### config.mk
export PLATFORM = sky130hd
export DESIGN_NAME = tmr_cmp_pwm
export DESIGN_NICKNAME = d
export VERILOG_FILES = /design/src/rtl/tmr_pkg.sv /design/src/rtl/tmr_edge_sel.sv /design/src/rtl/tmr_step.sv /design/src/rtl/tmr_cmp.sv /design/src/rtl/tmr_cmp_pwm.sv
export SDC_FILE = /design/constraint.sdc
export NUM_CORES = 1
export LEC_CHECK = 0
export ABC_AREA = 0
export BUFFER_PORTS_ARGS = -buffer_cell sky130_fd_sc_hd__buf_2
export CAP_MARGIN = 25
export CORE_ASPECT_RATIO = 0.5
export CORE_MARGIN = 2
export CORE_UTILIZATION = 42
export CTS_CLUSTER_DIAMETER = 80
export CTS_CLUSTER_SIZE = 25
export DETAILED_ROUTE_END_ITERATION = 16
export SETUP_SLACK_MARGIN = 0.2
export SLEW_MARGIN = 10
export SYNTH_ARGS = -nofsm -noshare
export SYNTH_HDL_FRONTEND = slang
export SYNTH_HIERARCHICAL = 1
export SYNTH_SLANG_ARGS = --single-unit
### constraint.sdc
create_clock -name clk_i -period 6.44 [get_ports clk_i]
set_input_delay 1.288 -clock clk_i [delete_from_list [all_inputs] [get_ports clk_i]]
set_output_delay 1.288 -clock clk_i [all_outputs]
set_load 0.005 [all_outputs]
### src/rtl/tmr_pkg.sv
package tmr_pkg;
  localparam int LEN_SEL_W = 2;
  localparam int LEN_STEP  = 2;

  typedef enum logic [1:0] {
    ADDR_LOAD = 2'd0,
    ADDR_CMP  = 2'd1,
    ADDR_CTRL = 2'd2,
    ADDR_EVT  = 2'd3
  } tmr_addr_e;

  typedef struct packed {
    logic                 pwm_en;
    logic [LEN_SEL_W-1:0] len;
    logic                 full;
    logic                 cmp_en;
    logic                 down;
    logic                 run;
  } tmr_ctrl_t;

  typedef struct packed {
    logic inv1;
    logic inv0;
    logic sel;
    logic evt_mode;
  } tmr_evt_t;
endpackage

### src/rtl/tmr_edge_sel.sv
module tmr_edge_sel #(
  parameter int N_EVT = 2
) (
  input  logic             clk_i,
  input  logic             rst_ni,
  input  logic [N_EVT-1:0] evt_i,
  input  logic [N_EVT-1:0] inv_i,
  input  logic             sel_i,
  output logic             edge_o
);
  logic [N_EVT-1:0] lvl;
  logic             cur, prev_q;

  for (genvar g = 0; g < N_EVT; g++) begin : g_pol
    assign lvl[g] = evt_i[g] ^ inv_i[g];
  end

  assign cur = lvl[sel_i];

  // registered copy tracks the selected level even while stopped
  always_ff @(posedge clk_i or negedge rst_ni) begin
    if (!rst_ni) prev_q <= 1'b0;
    else         prev_q <= cur;
  end

  assign edge_o = cur & ~prev_q;
endmodule

### src/rtl/tmr_step.sv
module tmr_step
  import tmr_pkg::*;
#(
  parameter int W = 10
) (
  input  logic [W-1:0]         cnt_i,
  input  logic                 down_i,
  input  logic [LEN_SEL_W-1:0] len_i,
  output logic [W-1:0]         nxt_o,
  output logic [W-1:0]         mask_o,
  output logic                 wrap_o
);
  localparam int MAX_LEN = (1 << LEN_SEL_W) - 1;
  localparam logic [W-1:0] ONES = {W{1'b1}};

  always_comb begin
    mask_o = ONES >> (LEN_STEP * (MAX_LEN - int'(len_i)));
    // full-width arithmetic: upper bits carry on roll-over
    nxt_o  = down_i ? cnt_i - 1'b1 : cnt_i + 1'b1;
    wrap_o = down_i ? ((cnt_i & mask_o) == '0) : ((cnt_i & mask_o) == mask_o);
  end
endmodule

### src/rtl/tmr_cmp.sv
module tmr_cmp #(
  parameter int W = 10
) (
  input  logic [W-1:0] val_i,
  input  logic [W-1:0] ref_i,
  input  logic [W-1:0] mask_i,
  input  logic         full_i,
  output logic         hit_o
);
  logic [W-1:0] sel_mask;

  assign sel_mask = full_i ? {W{1'b1}} : mask_i;
  assign hit_o    = ((val_i ^ ref_i) & sel_mask) == '0;
endmodule

### src/rtl/tmr_cmp_pwm.sv
module tmr_cmp_pwm
  import tmr_pkg::*;
#(
  parameter int CNT_W = 10,
  parameter int N_EVT = 2
) (
  input  logic             clk_i,
  input  logic             rst_ni,
  input  logic             wr_en_i,
  input  logic [1:0]       wr_addr_i,
  input  logic [CNT_W-1:0] wr_data_i,
  input  logic             tick_i,
  input  logic [N_EVT-1:0] evt_i,
  output logic [CNT_W-1:0] count_o,
  output logic             irq_roll_o,
  output logic             irq_cmp_o,
  output logic             pwm_o
);
  localparam int CTRL_W = $bits(tmr_ctrl_t);
  localparam int EVT_W  = $bits(tmr_evt_t);

  logic [CNT_W-1:0] cnt_q, cmp_q, nxt, mask;
  tmr_ctrl_t        ctrl_q;
  tmr_evt_t         evt_q;
  logic             pwm_q, irq_roll_q, irq_cmp_q;
  logic             evt_edge, wrap, cmp_hit, step, hit;

  tmr_edge_sel #(.N_EVT(N_EVT)) u_edge (
    .clk_i (clk_i),
    .rst_ni(rst_ni),
    .evt_i (evt_i),
    .inv_i ({evt_q.inv1, evt_q.inv0}),
    .sel_i (evt_q.sel),
    .edge_o(evt_edge)
  );

  tmr_step #(.W(CNT_W)) u_step (
    .cnt_i (cnt_q),
    .down_i(ctrl_q.down),
    .len_i (ctrl_q.len),
    .nxt_o (nxt),
    .mask_o(mask),
    .wrap_o(wrap)
  );

  tmr_cmp #(.W(CNT_W)) u_cmp (
    .val_i (nxt),
    .ref_i (cmp_q),
    .mask_i(mask),
    .full_i(ctrl_q.full),
    .hit_o (cmp_hit)
  );

  assign step = ctrl_q.run & (evt_q.evt_mode ? evt_edge : tick_i);
  assign hit  = ctrl_q.cmp_en & cmp_hit;

  always_ff @(posedge clk_i or negedge rst_ni) begin
    if (!rst_ni) begin
      cnt_q      <= '0;
      cmp_q      <= '0;
      ctrl_q     <= '0;
      evt_q      <= '0;
      pwm_q      <= 1'b0;
      irq_roll_q <= 1'b0;
      irq_cmp_q  <= 1'b0;
    end else begin
      irq_roll_q <= step & wrap;
      irq_cmp_q  <= step & hit;
      if (step) cnt_q <= nxt;
      if (step && hit && ctrl_q.pwm_en) ctrl_q.run <= 1'b0;
      if (!ctrl_q.cmp_en)             pwm_q <= ctrl_q.down;
      else if (step && (wrap || hit)) pwm_q <= ~pwm_q;
      // software writes take priority over self-updates
      if (wr_en_i) begin
        unique case (tmr_addr_e'(wr_addr_i))
          ADDR_LOAD: begin
            cnt_q         <= wr_data_i;
            ctrl_q.cmp_en <= 1'b0;
          end
          ADDR_CMP:  cmp_q  <= wr_data_i;
          ADDR_CTRL: ctrl_q <= tmr_ctrl_t'(wr_data_i[CTRL_W-1:0]);
          ADDR_EVT:  evt_q  <= tmr_evt_t'(wr_data_i[EVT_W-1:0]);
          default: ;
        endcase
      end
    end
  end

  assign count_o    = cnt_q;
  assign irq_roll_o = irq_roll_q;
  assign irq_cmp_o  = irq_cmp_q;
  assign pwm_o      = ctrl_q.pwm_en & pwm_q;
endmodule

# Yosys cells after proc, flatten, opt, wreduce, memory -nomap -nowiden
# Index checks and enable logic that the tools add are counted.
# W data, S select, Z words.
op_classes:
  n_addsub: 3
  n_lt_le_gt_ge: 1
  eq_ne: 5
  n_shift: 1
  n_mux: 15
  n_bitwise: 13
  n_reduce_logical: 12
ops:
  columns: ["operator", "n"]
  rows:
  - ["$mux W10", 5]
  - ["$shr A10 B32 Y10 const A", 1]
  - ["$and A10 B10 Y10", 2]
  - ["$logic_not A10 Y1", 2]
  - ["$add A10 B1 Y10 const B", 1]
  - ["$eq A10 B10 Y1", 1]
  - ["$sub A10 B1 Y10 const B", 1]
  - ["$xor A10 B10 Y10", 1]
  - ["$mux W1", 9]
  - ["$reduce_and A2 Y1", 4]
  - ["$and A1 B1 Y1", 6]
  - ["$eq A2 B2 Y1 const B", 2]
  - ["$logic_and A1 B1 Y1", 3]
  - ["$sub A2 B2 Y3 const A", 1]
  - ["$eq A2 B1 Y1 const B", 1]
  - ["$logic_not A2 Y1", 1]
  - ["$lt A1 B2 Y1 const B", 1]
  - ["$ne A2 B1 Y1 const B", 1]
  - ["$not A1 Y1", 2]
  - ["$pmux W1 S2", 1]
  - ["$reduce_bool A2 Y1", 1]
  - ["$xor A1 B1 Y1", 2]
  - ["$logic_or A1 B1 Y1", 1]
word_totals:
  regBits: 35
  in_bits: 18
  out_inout_bits: 13

# Depth between registers and ports, before layout
depth:
  depth_word: 11
  ltp_mapped: 12
  mapped_depth_nobuf: 12

# Cells and area by module
# The synthesis kept the hierarchy.
modules_own_cells:
  columns: ["module", "instances", "cells_per_inst", "area_per_inst_um2"]
  rows:
  - ["tmr_cmp_pwm", 1, 125, 1452.6]
  - ["tmr_step", 1, 75, 578.1]
  - ["tmr_cmp", 1, 22, 166.4]
  - ["tmr_edge_sel", 1, 7, 72.6]

# Worst setup path after synthesis
# OpenSTA, ideal clock, no wires.
synth_path:
  path_type: "reg2reg"
  start: "reg ctrl_q[1] in the netlist's numbering"
  end: "reg pwm_q"
  setup_ps: 82
  t_arrival_ps: 2931
  slack_ps: 3427
  path_stages_with_launch: 13
  period_less_slack_ps: 3013
  path_cell_list: "dfrtp_1 -> fa_1 -> a21oi_1 -> o211ai_1 -> o41ai_1 -> xnor2_1 -> xor2_1 -> nor4_1 -> a21boi_1 -> and4b_1 -> o21ai_0 -> or3_1 -> a31oi_1"
synth_between:
  elab_chain_cells: 8
  elab_cells_between_ends: 10
  classes_between: "eq/ne (1); mux (3); bitwise (3); reduce/logical (3)"
synth_lines:
  columns: ["item", "line_no", "source"]
  rows:
  - ["start: declaration", "tmr_cmp_pwm.sv:23", "tmr_ctrl_t ctrl_q;"]
  - ["start signal: assignment", "tmr_cmp_pwm.sv:81", "ADDR_CTRL: ctrl_q <= tmr_ctrl_t'(wr_data_i[CTRL_W-1:0]);"]
  - ["$mux W10", "tmr_step.sv:19", "nxt_o = down_i ? cnt_i - 1'b1 : cnt_i + 1'b1;"]
  - ["named net nxt[8]", "tmr_cmp_pwm.sv:22", "logic [CNT_W-1:0] cnt_q, cmp_q, nxt, mask;"]
  - ["$xor A10 B10 Y10", "tmr_cmp.sv:13", "assign hit_o = ((val_i ^ ref_i) & sel_mask) == '0;"]
  - ["$and A10 B10 Y10", "tmr_cmp.sv:13", null]
  - ["$logic_not A10 Y1", "tmr_cmp.sv:13", null]
  - ["named net cmp_hit", "tmr_cmp_pwm.sv:26", "logic evt_edge, wrap, cmp_hit, step, hit;"]
  - ["$and A1 B1 Y1", "tmr_cmp_pwm.sv:55", "assign hit = ctrl_q.cmp_en & cmp_hit;"]
  - ["$logic_or A1 B1 Y1", "tmr_cmp_pwm.sv:72", "else if (step && (wrap || hit)) pwm_q <= ~pwm_q;"]
  - ["$logic_and A1 B1 Y1", "tmr_cmp_pwm.sv:72", null]
  - ["$ne A2 B1 Y1 (no line)", null, null]
  - ["end signal: assignment", "tmr_cmp_pwm.sv:71", "if (!ctrl_q.cmp_en) pwm_q <= ctrl_q.down;"]
  - ["end signal: assignment", "tmr_cmp_pwm.sv:72", null]
  - ["end: declaration", "tmr_cmp_pwm.sv:25", "logic pwm_q, irq_roll_q, irq_cmp_q;"]
# The timed path passes the listed nets, and every way through them passes these cells.
# A chain may end at the register's enable or synchronous reset.

# Worst setup path in the final report
# Ends and elaborated chain as after synthesis.

==> reports/results.tsv <==
metric	value	unit
status	finished clean	
EDFF count, synth	0	
Synth top area share	38.59	%
H-tree lvl count	2	
Initial Util	44.79	%
worst-path maximum fanout	14	
setup ws final	2.949	ns
drt first pass iters	5	
cells after synthesis	229	
Worst path max stage delay	0.67	ns
Routed WL	5565	um
Slew headroom	30.49	%
# setup viols final	0	
top routing layer used	met4	
final worst path period need	3.491	ns
number of synthesized register bits	35	
CP arrival	3.69	ns
Yosys cell types	52	
CTS Buf Count	5	
Peak VDD IR	0.1655	mV
DR WL met2	2311	um
clk_lat worst skew	0.28	ns
Max Cap Viol	0	
Longest Clk Path Bufs	2	
Final period util	54.21	%
clock skew	0.001281	ns
Clock Sinks	35	
GRT overflow	0	
Worst setup startpoint	ctrl_q[1]	
most frequent cell after synthesis	dfrtp_1	
Top cell by count, worst path	nor3_1	
post-CTS resize count	0	
crit path cell chain	ha_1, and3_4, a2111oi_1, nor3_1, xor2_1, a21oi_1, nor3_1, and4b_1, o21ai_0, or3_1, a31oi_1	
CTS Hold Bufs	0	
core area	0.005067	mm^2
CP Data Required Time	6.64	ns
1st-iter DRT viols	161	
hold_ws	0.4714	ns
r2r startpoint	ctrl_q[1]	
Final Hold Viols	0	
setup bufs post-CTS	0	
Worst Max-Slew Pin Slew	1.014	ns
die area	0.006044	mm^2
max-slew violations	0	
Syn Area/Cell	9.911	um^2
Startpoint Class	register	
Root Buffer	clkbuf_8	
Rows	18	
Die X-Extent	108.0	um
Synth top cells by count	dfrtp_1 (35), mux2_2 (18), a21oi_1 (17), o21ai_0 (16), nor2_1 (15)	
DRC	0	
ANT nets after route	0	
PortBufs	30	
worst min path class	reg -> reg	
CP max stage cell	dfrtp_1	
Top Family by Delay on Critical Path	simple AND/OR/NAND/NOR gates	
post-synthesis async set-or-reset flop share	100.0	%
IO Count	31	
reg2reg path depth	11	
wl on met1	2875	um
crit path kind	reg -> reg	
largest net degree at the start of global routing	36	
pre-CTS WS	3.012	ns
final core occ	49.75	%
TritonCTS clock tree	yes	
post-detail-place hpwl	4167	um
Post-Place Cells	317	
global-route wire length before repair	9239	um
Post-synth top flop	dfrtp_1	
met3 WL	363	um
RSZ-0062 raised after global routing	no	
register area share after synthesis	38.59	%
Via density	5.674	
synthesized area	0.002270	mm^2
clock slew at reported path FFs	0.07	ns
Synth warnings	6	
FILL cells	489	
Final TNS setup	0	ns
n_diodes	0	
antenna violations before repair	0	
Synth area leader	dfrtp_1	
Hold Path Origin	ctrl_q[6]	
synth top area cells	dfrtp_1 (39%), mux2_2 (8.9%), ha_1 (4.4%), xor2_1 (4.2%), a21oi_1 (3.7%)	
hold depth	1	
vias	1844	
global placer's final weighted congestion	0.9426	
Synth-to-Final Area Change	11.08	%
CP Depth	11	
internal reg-to-reg setup slack	2.95	ns
Static Leak	1.110	nW
Die Y	55.98	um
vias in the first global route	1770	
detailed-route wire length per cell	17.12	um
achievable frequency	0.2864	GHz
Crit. End Element	register	
Buf+Inv Stages, Crit Path	0	
layout cells sized above 1	25.10	%
Pwr per Cell Area	479.1	mW/mm^2
fin nets	281	
Post-Layout Cell Count	325	
Total GRT Usage	19.92	%
[worst register-to-register path, delay by kind of cell (launching register included)]
| kind | cells | cell delay, ns |
|---|---|---|
| simple gates | 5 | 1.05 |
| compound gates | 4 | 0.92 |
| flops | 1 | 0.67 |
| fa+ha+maj | 1 | 0.40 |
| xor+xnor | 1 | 0.35 |
[path summary, 6_finish.rpt]
kind                                 end
hold / removal                 ctrl_q[0]
setup reg to reg                   pwm_q
max in group asynchronous     count_o[8]
min in group asynchronous  u_edge/prev_q
setup / recovery                   pwm_q
hold reg to reg                ctrl_q[0]
[per-stage QoR]
stage                     instance area, um^2  power (mW)
after floorplan                          2281      0.8448
after global placement                   2421       1.011
after detailed placement                 2421       1.022
after CTS                                2521       1.202
after global routing                     2521       1.298
final                                    2521       1.208
[sequential cells by signal, indices dropped and copies added (netlist names)]
name	flops
count_o	10
ctrl_q	7
evt_q	4
cmp_q	10
u_edge/prev_q	1
irq_roll_o	1
irq_cmp_o	1
pwm_q	1
[where the power goes]
part	internal (mW)	leakage, nW	switching (mW)	total (mW)
Clock	0.0975	0.0515	0.0733	0.171
Combinational	0.286	0.640	0.382	0.668
Sequential	0.280	0.419	0.0891	0.369
Total	0.663	1.11	0.544	1.21
[cells in the final DEF (no fill, tap or decap), types with 3 or more instances in the layout]
cell / count
dfrtp_1: 35
buf_2: 30
mux2_2: 18
a21oi_1: 17
o21ai_0: 16
nor2_1: 15
a31oi_1: 12
xor2_1: 11
nand2_1: 10
ha_1: 8
clkbuf_8: 7
nor3_1: 6
xnor2_1: 6
inv_1: 4
nand3_1: 4
o22ai_1: 4
conb_1: 4
mux2i_1: 3
and2_1: 3
or3_1: 3
[metal layers]
metal / up-vias / GRT usage (%)
met5: - / 0
met4: 0 / 4.762
met3: 2 / 5.035
met2: 58 / 26.33
met1: 896 / 31.74
li1: 888 / -
[final cells by class]
class / count / area, um^2 / share of cell area (%)
Multi-Input combinational cell: 178 / 1292 / 51.27
Sequential cell: 35 / 875.8 / 34.74
Timing Repair Buffer: 30 / 150.1 / 5.955
Clock buffer: 8 / 100.1 / 3.970
Tap cell: 70 / 87.58 / 3.474
Inverter: 4 / 15.01 / 0.5955
[kinds of logic after synthesis]
logic type / after synthesis / synth area share [%]
buffers and inverters: 19 / 4.961
other: 1 / 0.1652
AO/OA/AOI/OAI: 67 / 19.29
multiplexers: 21 / 10.25
XOR/XNOR: 17 / 6.560
AND/OR/NAND/NOR: 60 / 14.89
adder cells (fa/ha/maj): 9 / 5.292
flip-flops: 35 / 38.59
Note: power is estimated with default switching activity, not from simulation.
